### config.mk
export PLATFORM = sky130hd
export DESIGN_NAME = clkstop_ctrl
export DESIGN_NICKNAME = d
export VERILOG_FILES = /design/src/rtl/clkstop_pkg.sv /design/src/rtl/clkstop_sync.sv /design/src/rtl/clkstop_wake.sv /design/src/rtl/clkstop_settle.sv /design/src/rtl/clkstop_ctrl.sv
export SDC_FILE = /design/constraint.sdc
export NUM_CORES = 1
export LEC_CHECK = 0
export BUFFER_PORTS_ARGS = -buffer_cell sky130_fd_sc_hd__buf_2
export CORE_MARGIN = 8
export CORE_UTILIZATION = 42
export CTS_BUF_LIST = sky130_fd_sc_hd__clkbuf_8
export DETAILED_ROUTE_END_ITERATION = 10
export PLACE_DENSITY_LB_ADDON = 0.12
export RECOVER_POWER = 100
export SYNTH_ARGS = -nofsm -noshare
export SYNTH_HDL_FRONTEND = slang
export SYNTH_SLANG_ARGS = --single-unit
### constraint.sdc
create_clock -name clk -period 1.6 [get_ports clk]
set_clock_uncertainty 0.2 [all_clocks]
set_input_delay 0.32 -clock clk [delete_from_list [all_inputs] [get_ports clk]]
set_output_delay 0.32 -clock clk [all_outputs]
set_load 0.05 [all_outputs]
### src/rtl/clkstop_pkg.sv
package clkstop_pkg;
  typedef enum logic [1:0] {
    ST_RUN    = 2'd0,
    ST_STOP   = 2'd1,
    ST_SETTLE = 2'd2
  } cs_state_e;
endpackage

### src/rtl/clkstop_sync.sv
module clkstop_sync #(
  parameter int W      = 1,
  parameter int STAGES = 2
) (
  input  logic         clk,
  input  logic         rst,
  input  logic [W-1:0] d,
  output logic [W-1:0] q
);
  logic [W-1:0] pipe [STAGES];

  genvar s;
  generate
    for (s = 0; s < STAGES; s++) begin : g_stage
      if (s == 0) begin : g_first
        always_ff @(posedge clk) begin
          if (rst) pipe[0] <= '0;
          else     pipe[0] <= d;
        end
      end else begin : g_next
        always_ff @(posedge clk) begin
          if (rst) pipe[s] <= '0;
          else     pipe[s] <= pipe[s-1];
        end
      end
    end
  endgenerate

  assign q = pipe[STAGES-1];
endmodule

### src/rtl/clkstop_wake.sv
module clkstop_wake #(
  parameter int NPORT = 4
) (
  input  logic             clk,
  input  logic             rst,
  input  logic             capture,
  input  logic             armed,
  input  logic             mode_in,
  input  logic             hold_s,
  input  logic [NPORT-1:0] port_s,
  input  logic [NPORT-1:0] port_dir,
  output logic             wake
);
  logic             mode_q;
  logic             hold_snap;
  logic [NPORT-1:0] port_snap;
  logic [NPORT-1:0] pin_evt;
  logic             hold_evt;

  // snapshot of levels and mode at the accepting edge
  always_ff @(posedge clk) begin
    if (rst) begin
      mode_q    <= 1'b0;
      hold_snap <= 1'b0;
      port_snap <= '0;
    end else if (capture) begin
      mode_q    <= mode_in;
      hold_snap <= hold_s;
      port_snap <= port_s;
    end
  end

  genvar i;
  generate
    for (i = 0; i < NPORT; i++) begin : g_pin
      assign pin_evt[i] = ~port_dir[i] & (port_s[i] ^ port_snap[i]);
    end
  endgenerate

  always_comb begin
    if (mode_q) hold_evt = hold_s ^ hold_snap;
    else        hold_evt = hold_s;
  end

  assign wake = armed & (hold_evt | (|pin_evt));
endmodule

### src/rtl/clkstop_settle.sv
module clkstop_settle #(
  parameter int SETTLE_TICKS = 100
) (
  input  logic clk,
  input  logic rst,
  input  logic start,
  input  logic active,
  input  logic tick,
  output logic done
);
  localparam int CW = (SETTLE_TICKS > 1) ? $clog2(SETTLE_TICKS) : 1;
  localparam logic [CW-1:0] LAST = CW'(SETTLE_TICKS - 1);

  logic [CW-1:0] cnt;

  always_ff @(posedge clk) begin
    if (rst || start)         cnt <= '0;
    else if (active && tick)  cnt <= cnt + 1'b1;
  end

  assign done = active & tick & (cnt == LAST);

  AST_SETTLE_BOUND: assert property (@(posedge clk) disable iff (rst)
    active |-> (cnt <= LAST));
endmodule

### src/rtl/clkstop_ctrl.sv
module clkstop_ctrl #(
  parameter int NPORT        = 4,
  parameter int NDISP        = 8,
  parameter int NCMOS        = 4,
  parameter int SYNC_STAGES  = 2,
  parameter int SETTLE_TICKS = 100
) (
  input  logic             clk,
  input  logic             rst,
  input  logic             stop_req,
  input  logic             mode_sel,
  input  logic             flag2hz_pend,
  input  logic             hold_pin,
  input  logic [NPORT-1:0] port_pin,
  input  logic [NPORT-1:0] port_dir,
  input  logic             ref_tick,
  input  logic [NDISP-1:0] disp_in,
  input  logic [NCMOS-1:0] cmos_in,
  output logic             osc_en,
  output logic             pll_en,
  output logic             core_clk_en,
  output logic             resume_pulse,
  output logic [NDISP-1:0] disp_out,
  output logic [NCMOS-1:0] cmos_out
);
  import clkstop_pkg::*;

  localparam int SW = NPORT + 1;

  cs_state_e        state, state_nx;
  logic [SW-1:0]    pins_s;
  logic             hold_s;
  logic [NPORT-1:0] port_s;
  logic             accept, wake, settle_done;

  clkstop_sync #(.W(SW), .STAGES(SYNC_STAGES)) u_sync (
    .clk (clk),
    .rst (rst),
    .d   ({hold_pin, port_pin}),
    .q   (pins_s)
  );
  assign hold_s = pins_s[SW-1];
  assign port_s = pins_s[NPORT-1:0];

  assign accept = (state == ST_RUN) & stop_req & ~flag2hz_pend & (mode_sel | ~hold_s);

  clkstop_wake #(.NPORT(NPORT)) u_wake (
    .clk      (clk),
    .rst      (rst),
    .capture  (accept),
    .armed    (state == ST_STOP),
    .mode_in  (mode_sel),
    .hold_s   (hold_s),
    .port_s   (port_s),
    .port_dir (port_dir),
    .wake     (wake)
  );

  clkstop_settle #(.SETTLE_TICKS(SETTLE_TICKS)) u_settle (
    .clk    (clk),
    .rst    (rst),
    .start  (wake),
    .active (state == ST_SETTLE),
    .tick   (ref_tick),
    .done   (settle_done)
  );

  always_comb begin
    state_nx = state;
    case (state)
      ST_RUN:    if (accept)      state_nx = ST_STOP;
      ST_STOP:   if (wake)        state_nx = ST_SETTLE;
      ST_SETTLE: if (settle_done) state_nx = ST_RUN;
      default:                    state_nx = ST_RUN;
    endcase
  end

  always_ff @(posedge clk) begin
    if (rst) begin
      state        <= ST_RUN;
      osc_en       <= 1'b1;
      pll_en       <= 1'b1;
      core_clk_en  <= 1'b1;
      resume_pulse <= 1'b0;
      disp_out     <= '0;
      cmos_out     <= '0;
    end else begin
      state        <= state_nx;
      osc_en       <= (state_nx != ST_STOP);
      pll_en       <= (state_nx == ST_RUN);
      core_clk_en  <= (state_nx == ST_RUN);
      resume_pulse <= (state == ST_SETTLE) && (state_nx == ST_RUN);
      disp_out     <= (state_nx == ST_RUN) ? disp_in : '0;
      cmos_out     <= (state_nx == ST_RUN) ? cmos_in : '0;
    end
  end

  AST_FLAG_REFUSE: assert property (@(posedge clk) disable iff (rst)
    (core_clk_en && stop_req && flag2hz_pend) |=> core_clk_en);
  AST_MODE0_HOLD_NOOP: assert property (@(posedge clk) disable iff (rst)
    (core_clk_en && stop_req && !mode_sel && hold_s) |=> core_clk_en);
  AST_MODE1_ENTRY: assert property (@(posedge clk) disable iff (rst)
    (core_clk_en && stop_req && mode_sel && !flag2hz_pend) |=> !osc_en);
  AST_DRIVES_LOW: assert property (@(posedge clk) disable iff (rst)
    !osc_en |-> (disp_out == '0 && cmos_out == '0 && !pll_en));
  AST_RESUME_ONE: assert property (@(posedge clk) disable iff (rst)
    resume_pulse |=> !resume_pulse);
  AST_RESUME_AFTER_TICK: assert property (@(posedge clk) disable iff (rst)
    resume_pulse |-> ($past(ref_tick) && core_clk_en));
  AST_CLK_BACK_RESUME: assert property (@(posedge clk) disable iff (rst)
    $rose(core_clk_en) |-> resume_pulse);
endmodule

==> After elaboration in Yosys (flattened, before gate mapping) <==
Memory sizes are Yosys's and may differ from the RTL's.
Cells that the tools add are included.
{ "word_totals": {"latch_bits": 0, "output_inout_bits": 16, "mem_bits_rw": 10, "word_cells": 59, "input_bits": 27, "mem_count": 1, "mem_bits_ro": 0, "ff_bits": 30} }
{ "mem_list": {"columns": ["name", "words", "width", "rd", "rd_clocked_by_memory_dff", "wr", "line", "source"], "rows": [
  ["u_sync.pipe", 2, 5, 2, 0, 2, "clkstop_sync.sv:10", "logic [W-1:0] pipe [STAGES];"]
]} }
{ "classes": {"n_eq_ne": 4, "n_reduce_logical": 7, "add_sub_neg": 1, "div_mod_pow": 0, "mul": 0, "mux": 10, "bitwise": 26, "shifts": 0, "order_cmp": 0} }
{ "op_table": {"columns": ["op", "count"], "rows": [
  ["1-bit AND", 10],
  ["5-bit 2-to-1 mux", 2],
  ["7-bit by 1-bit adder with 7-bit output (second input constant)", 1],
  ["7-bit equality test (second input constant)", 1],
  ["1-bit inverter", 7],
  ["2-bit 2-to-1 mux", 3],
  ["2-bit one-hot mux with 3 select lines", 1],
  ["1-bit XOR", 5],
  ["2-bit zero test", 2],
  ["1-bit 2-to-1 mux", 4],
  ["1-bit OR", 4],
  ["4-bit OR reduction", 1],
  ["2-bit by 1-bit equality test with 1-bit output (second input constant)", 1],
  ["2-bit equality test (second input constant)", 1],
  ["1-bit logical AND", 2],
  ["2-bit by 1-bit != test with 1-bit output (second input constant)", 1],
  ["2-bit OR reduction", 1],
  ["1-bit logical OR", 1]
]} }

==> Longest topological paths before layout <==
Gate-level depths: netlist of the first run.
{ "logic_depth": {"ltp_word": 10, "depth_mapped": 7, "ltp_nobuf": 5} }

==> Modules after synthesis <==
Synthesis of the first run repeated with hierarchy kept, for this count alone.
{ "hier_totals": {"cells_unflattened": 133, "hier_area_um2": 1428.9} }
{ "by_module_without_submodules": {"columns": ["mod", "instances", "seq_area_each_um2", "cells_per_inst", "area_each_um2"], "rows": [
  ["clkstop_ctrl", 1, 340.3, 47, 576.8],
  ["clkstop_settle", 1, 140.1, 38, 312.8],
  ["clkstop_wake", 1, 120.1, 28, 276.5],
  ["clkstop_sync", 1, 200.2, 20, 262.8]
]} }

==> Worst setup path after synthesis of the first run <==
Ideal clock, no wire load.
{ "synth_timing": {"path_kind": "register -> register", "from": "reg u_settle.cnt[0]", "to": "reg cmos_out[0]", "setup_time_ns": 0.115, "required_time_ns": 1.285, "slack_ns": -0.074, "path_buffers": 2, "period_less_slack_ns": 1.674, "t_arrival_ns": 1.360, "path_stages_with_launch": 8, "path_cell_list": "dfxtp_1 ha_1 and4b_1 buf_4 a31oi_4 a211oi_2 buf_4 and2_1"} }
{ "synth_between": {"elab_chain_cells": 7} }
{ "synth_lines": {"columns": ["element", "line", "source"], "rows": [
  ["start, declared", "clkstop_settle.sv:14", "logic [CW-1:0] cnt;"],
  ["start signal, assigned", "clkstop_settle.sv:18", "else if (active && tick) cnt <= cnt + 1'b1;"],
  ["7-bit equality test", "clkstop_settle.sv:21", "assign done = active & tick & (cnt == LAST);"],
  ["1-bit AND", "clkstop_settle.sv:21", null],
  ["2-bit 2-to-1 mux", "clkstop_ctrl.sv:73", "ST_SETTLE: if (settle_done) state_nx = ST_RUN;"],
  ["2-bit one-hot mux with 3 select lines", "clkstop_ctrl.sv:70", "case (state)"],
  ["2-bit zero test", "clkstop_ctrl.sv:94", "cmos_out <= (state_nx == ST_RUN) ? cmos_in : '0;"],
  ["1-bit inverter (no source line)", null, null],
  ["2-bit OR reduction (no source line)", null, null],
  ["end signal, assigned", "clkstop_ctrl.sv:94", null],
  ["end, declared", "clkstop_ctrl.sv:24", "output logic [NCMOS-1:0] cmos_out"]
]} }
No other way between the ends.
A chain may end at the register's enable or synchronous reset.

==> Worst setup path after layout of the first run <==
{ "layout_timing": {"from": "reg u_wake.hold_snap", "to": "reg osc_en"} }
{ "layout_between": {"elab_chain_cells": 7} }
{ "layout_lines": {"columns": ["element", "line", "source"], "rows": [
  ["start, declared", "clkstop_wake.sv:15", "logic hold_snap;"],
  ["start signal, assigned", "clkstop_wake.sv:28", "hold_snap <= hold_s;"],
  ["1-bit XOR", "clkstop_wake.sv:41", "if (mode_q) hold_evt = hold_s ^ hold_snap;"],
  ["1-bit 2-to-1 mux", "clkstop_wake.sv:41", null],
  ["1-bit OR", "clkstop_wake.sv:45", "assign wake = armed & (hold_evt | (|pin_evt));"],
  ["1-bit AND", "clkstop_wake.sv:45", null],
  ["2-bit 2-to-1 mux", "clkstop_ctrl.sv:72", "ST_STOP: if (wake) state_nx = ST_SETTLE;"],
  ["2-bit one-hot mux with 3 select lines", "clkstop_ctrl.sv:70", null],
  ["2-bit by 1-bit != test with 1-bit output", "clkstop_ctrl.sv:89", "osc_en <= (state_nx != ST_STOP);"],
  ["end signal, assigned", "clkstop_ctrl.sv:89", null],
  ["end, declared", "clkstop_ctrl.sv:19", "output logic osc_en,"]
]} }
No other way between the ends.

==> results of run 1 <==
[metal layers]
layer,up-vias,routed length (um),share of wire
li1,571,-,-
met1,487,1190,0.42
met2,28,1380,0.48
met3,5,238,0.083
met4,0,44,0.015
met5,-,0,0
[final cells by class]
class                   count  area (um2)  area share
well taps                  46        57.6      0.0297
repair buffers             59         335       0.173
flip-flops and latches     40         806       0.416
multi-input cells          87         641       0.331
clock inverters             2        8.76     0.00452
clock buffers               5        68.8      0.0356
inverters                   5        18.8     0.00970
[cell usage in the layout, fill, tap and decap left out, types with 2 or more instances in the layout]
| cell type | netlist | layout |
|---|---|---|
| clkbuf_1 | 3 | 2 |
| inv_1 | 5 | 6 |
| a21o_1 | 2 | 2 |
| nand3_1 | 6 | 6 |
| buf_2 | 0 | 26 |
| and3b_1 | 2 | 2 |
| nor2_2 | 0 | 5 |
| a21oi_1 | 2 | 2 |
| dfxtp_1 | 40 | 36 |
| nor2_1 | 14 | 8 |
| nand2b_1 | 3 | 3 |
| clkbuf_2 | 0 | 17 |
| mux2i_1 | 6 | 6 |
| buf_6 | 0 | 2 |
| nand4_1 | 2 | 2 |
| buf_4 | 3 | 11 |
| a31oi_1 | 3 | 2 |
| clkbuf_8 | 0 | 5 |
| nor2b_1 | 11 | 11 |
| dfxtp_2 | 0 | 4 |
| and2_1 | 12 | 11 |
| xnor2_1 | 4 | 4 |
| xor2_1 | 6 | 6 |
[cell families after synthesis]
kind of cell | count (synthesis)
AOI/OAI and AO/OA | 12
xor gates and xnor gates | 10
adders and majority gates | 1
buffers and inverters | 11
DFF | 40
muxes | 6
and+or+nand+nor | 58
[per-stage QoR]
stage / cells / worst slack (ps) / setup TNS, ps / cell area, um2 / hold slack (ps)
after floorplan: 138 / -22.9 / -22.9 / 1460 / 214
after global placement: 235 / -64.8 / -64.8 / 1820 / 221
after detailed placement: 235 / -68.9 / -70.4 / 1820 / 222
after CTS: 242 / -76.2 / -76.2 / 1900 / 19.1
after global routing: 244 / -202 / -2380 / 1940 / 21.6
final: 244 / -78.1 / -131 / 1940 / 29.2
[how the worst min path moves through the flow]
| stage | depth (start not counted) | end | start |
|---|---|---|---|
| after global placement | 1 | u_sync.pipe[1][0] | u_sync.pipe[0][0] |
| after floorplan | 1 | u_sync.pipe[1][0] | u_sync.pipe[0][0] |
| after global routing | 2 | disp_out[1] | disp_in[1] |
| after detailed placement | 1 | u_sync.pipe[1][0] | u_sync.pipe[0][0] |
| final | 2 | disp_out[1] | disp_in[1] |
| after CTS | 2 | disp_out[4] | disp_in[4] |
[state kept, by name (all words and copies together) (netlist names)]
name	cells
u_wake.port_snap	4
cmos_out	4
u_sync.pipe	10
u_wake.mode_q	1
disp_out	8
u_settle.cnt	7
core_clk_en	1
resume_pulse	1
state	2
osc_en	1
u_wake.hold_snap	1
[where the power goes]
part / leakage (nW) / switching [W] / internal (W)
sequential: 0.330 / 0.0000168 / 0.00104
clock: 0.0452 / 0.000317 / 0.000290
combinational: 0.518 / 0.000180 / 0.000114
[Yosys cell counts (all sizes together), types with 4 or more instances]
master	n
xor2	6
nand3	6
mux2i	6
nor2	14
inv	5
xnor2	4
dfxtp	40
nor2b	11
a31oi	4
and2	12
[what timing repair did]
action | in CTS | in global routing
pin swaps | 0 | 7
hold endpoints to repair | 0 | 0
buffers inserted | 0 | 2
gates resized for setup | 2 | 17
setup endpoints to repair | 5 | 22
==> metrics.yaml, run 1 <==
yosys:
  synth-seq-cells: 40
  synth_cell_type_count: 30
  synth_nets: 166
  synth_edf_count: 0
  ys_warn_count: 0
  syn_area_per_cell_um2: 10.6
  synthXorXnorAreaFrac: 0.0601
  synth.top_cell.area_share: 0.549
  synthSimpleGateAreaFrac: 0.235
  synth_top_family_by_area: "simple AND/OR/NAND/NOR gates"
  synth_mux_area_frac: 0.0412
  syn_area_um2: 1460
  synth_cells: 138
  yosys.area.top_type: "dfxtp_1"
  synth-compound-area-share: 0.0695
  ys_seq_area_frac: 0.549
  synth_fa_ha_area_frac: 0.00858
  yosys-top-cells-area: "dfxtp_1 55%, and2_1 5.2%, nor2b_1 4.7%, mux2i_1 4.1%, nor2_1 3.6%"
  ys.flop_type: "dfxtp_1"
  async_reset_ff_frac: 0
setup_path:
  worst-path-buf-inv: 1
  critPathTopFamily: "compound AO/OA/AOI/OAI gates"
  worstRegToRegCells: 5
  rrSetupSlack_ps: -80
  worstPathRequired_ps: 1570
  crit_type: "flop to flop"
  crit_arrival_ps: 1650
  cp-end-kind: "flop"
  path_max_fanout: 3
  path_cells: "a21o_1 > a222oi_1 > buf_4 > a31oi_4 > or3_1"
  reg2reg_from: "u_wake.hold_snap"
  cp.depth: 5
  worst_path_largest_cell_delay_ps: 330
  critPathCapture: "osc_en"
  r2r-end: "osc_en"
  cp_slowest_cell: "dfxtp_2"
  cp-startpoint: "u_wake.hold_snap"
  critPathLaunchType: "flop"
clocking:
  clkLatencyLatePin_ps: 290
  cts_tree: "done"
  numCtsBuffers: 5
  ctsHoldBuffers: 0
  cts_buffer_depth: 2
  cts_root_buf: "clkbuf_8"
  h-tree-depth: 2
  clkSlewWorstSetupHoldPaths_ps: 70
  clock-sinks: 40
power_and_ir_drop:
  ir_worst_vdd_mv: 0.701
  cellPowerDensity_nw_per_um2: 1010
  power_w: 0.00196
  leakage_nw: 0.893
timing:
  setup_viol: 2
  finalWorstPathRequiredPeriod_ps: 1680
  finalCritPeriodShare: 1.05
  tightestPinTransition_ps: 410
  hold_viol_final: 0
  rsz0062_at_grt: "yes"
  worst_slack_ps: -78.1
  fmaxAchievable_ghz: 0.596
  slew-limit-headroom: 0.727
  timing.final.max_slew_violations: 0
layout:
  nNetsFinal: 226
  area_growth_pct: 32.8
  fillers: 319
  diodes: 0
  final_util: 0.580
  drive_gt1_frac: 0.404
global_routing:
  grt_pass1_vias: 1163
  use_met1: 0.111
  met2_usage: 0.188
  grt_usage: 0.111
  grt_max_degree: 13
  grt_busiest_layer: "met2"
  antenna_found_initial: 0
  grt_overflow: 0
  grt_use_met3: 0.0559
  grt_pass1_wl_um: 4780
drt:
  totalWireLength_um: 2860
  dr.pass1.iters: 6
  ant_nets: 0
  vias: 1091
  viasPerCell: 4.47
  drc: 0
  drt_iter0_markers: 41
  routedWlPerCell_um: 11.7
min_path:
  hp-class: "input pin to flop"
floorplan:
  core_area_um2: 3340
  start_util: 0.437
  dieArea_um2: 5610
  ios: 43
  num_rows: 21
  die_h_um: 74.9
  dieWidth_um: 74.9
job:
  drv_cap: 0
placed_design:
  port-buffer-count: 42
  gp_congestion: 0.740
  dp_hpwl_um: 2150
outcome:
  status: "complete, but fails checks"
  violations: "setup timing"
No activity file was read; power rests on OpenSTA's default activity.
==> run 2, diff against run 1 <==
Settings changed: CORE_ASPECT_RATIO set to 1.25, RECOVER_POWER 100 to not set.
==> run 2 against run 1 <==
Effect of this change:
- the flow still finishes with violations (setup timing)
- largest power group unchanged
- via count increased by 2.2%
- sequential cell count unchanged
- wire length increased by 4.8%
- largest cell class unchanged
- critical path depth decreased by 1
- design area increased by 0.58%
==> metrics.yaml, run 2 (same netlist as run 1, synthesis figures left out) <==
timing:
  rsz0062_at_grt: "yes"
  worst_slack_ps: -106
  tightestPinTransition_ps: 409
  hold_viol_final: 0
  tns_ps: -502
  finalWorstPathRequiredPeriod_ps: 1710
  fmaxAchievable_ghz: 0.586
  slew-limit-headroom: 0.727
  timing.hold.ws_ps: 26.2
  finalCritPeriodShare: 1.07
  setup_viol: 10
  timing.final.max_slew_violations: 0
clocking:
  clkSlewWorstSetupHoldPaths_ps: 70
  cts_tree: "done"
  cts_root_buf: "clkbuf_8"
  clock-sinks: 40
  cts_buffer_depth: 2
  numCtsBuffers: 5
  clkLatencyLatePin_ps: 280
  ctsHoldBuffers: 0
  h-tree-depth: 2
layout:
  regMostFlops: "u_sync.pipe"
  final_cell_mix: "42 x buf_2, 36 x dfxtp_1, 13 x buf_4"
  top_regs: "u_sync.pipe x10, disp_out x8, u_settle.cnt x7"
  area_growth_pct: 33.6
  final_common_cell: "buf_2"
  fillers: 309
  drive_gt1_frac: 0.403
  final_util: 0.574
  largest_reg_flops: 10
  nNetsFinal: 223
  diodes: 0
  final_cells: 235
power_and_ir_drop:
  power_w: 0.00202
  p_clk_frac: 0.331
  p_int_w: 0.00150
  seq_power_share: 0.521
  p_switching_w: 0.000525
  ir_worst_vdd_mv: 0.925
  p_comb_frac: 0.147
  cellPowerDensity_nw_per_um2: 1040
  leakage_nw: 0.897
  p_sw_frac: 0.260
setup_path:
  crit_type: "flop to flop"
  cp_slowest_cell: "a222oi_1"
  cp-end-kind: "flop"
  worstPathRequired_ps: 1570
  worst_path_largest_cell_delay_ps: 420
  crit_arrival_ps: 1680
  worst-path-buf-inv: 0
  critPathTopFamily: "compound AO/OA/AOI/OAI gates"
  path_cells: "a21o_1 > a222oi_1 > a31oi_1 > or3_1"
  path_max_fanout: 3
  critPathLaunchType: "flop"
min_path:
  hp-class: "input pin to flop"
floorplan:
  dieWidth_um: 68.7
  start_util: 0.430
  num_rows: 24
  dieArea_um2: 5620
  die_h_um: 81.9
  ios: 43
  core_area_um2: 3390
placed_design:
  place_inst: 226
  port-buffer-count: 42
  gp_congestion: 0.786
  dp_hpwl_um: 2390
global_routing:
  grt_pass1_wl_um: 4860
  grt_max_degree: 17
  antenna_found_initial: 0
  grt_pass1_vias: 1198
  grt_usage: 0.114
  grt_overflow: 0
job:
  drv_cap: 0
outcome:
  status: "complete, but fails checks"
  violations: "setup timing"
drt:
  viasPerCell: 4.74
  dr.pass1.iters: 4
  drc: 0
  routedWlPerCell_um: 12.7
  vias: 1115
  drt_iter0_markers: 36
  totalWireLength_um: 2990
  ant_nets: 0
run 2: cell count changes in the layout (fill, tap and decap cells not counted), sizes merged:
cell      before  now
clkinv         1    0
clkbuf        25    6
clkinvlp       0    1
buf           39   56
run 2: stage by stage:
| step | setup slack [ps] | cell area (um2) |
|---|---|---|
| floorplan | -22.9 | 1460 |
| global placement | -30.8 | 1780 |
| detailed placement | -132 | 1780 |
| CTS | -144 | 1910 |
| global route | -185 | 1950 |
| finish | -106 | 1950 |
run 2: area by class of cell:
type,count,area [um2],share of cell area
multi-input combinational,87,661,0.339
inverter,5,18.8,0.00964
clock buffer,6,82.6,0.0424
clock inverter,2,11.3,0.00578
sequential,40,806,0.414
tap,39,48.8,0.0251
timing repair buffer,56,319,0.164
run 2: path summary, 6_finish.rpt:
kind | from | endpoint | slack, ps | cells past startpoint
worst min-delay path | cmos_in[1] | cmos_out[1] | 30 | 2
worst max-delay path | u_wake.mode_q | osc_en | -110 | 4
worst min register to register | u_sync.pipe[0][3] | u_sync.pipe[1][3] | 240 | 1
worst max register to register | u_wake.mode_q | osc_en | -110 | 4
run 2: power by group through the flow:
stage	Sequential, W	Combinational [W]	Clock (W)
2_1_floorplan	0.00116	0.0000974	0
3_3_place_gp	0.00108	0.000276	0
6_report	0.00105	0.000298	0.000669
4_1_cts	0.00105	0.000291	0.000697
5_1_grt	0.00106	0.000317	0.000733
3_5_place_dp	0.00108	0.000281	0
run 2: repair_timing:
item / in CTS / in global routing
pin swaps: 12 / 4
setup buffers: 2 / 0
endpoints found under the setup margin: 21 / 22
resized for setup: 7 / 8
run 2: metal layers:
| layer | vias up | GRT usage | share of wire | routed length (um) |
|---|---|---|---|---|
| li1 | 567 | - | - | - |
| met1 | 513 | 0.100 | 0.36 | 1080 |
| met2 | 30 | 0.211 | 0.54 | 1630 |
| met3 | 5 | 0.0450 | 0.076 | 226 |
| met4 | 0 | 0.0664 | 0.019 | 56 |
| met5 | - | 0 | 0 | 0 |
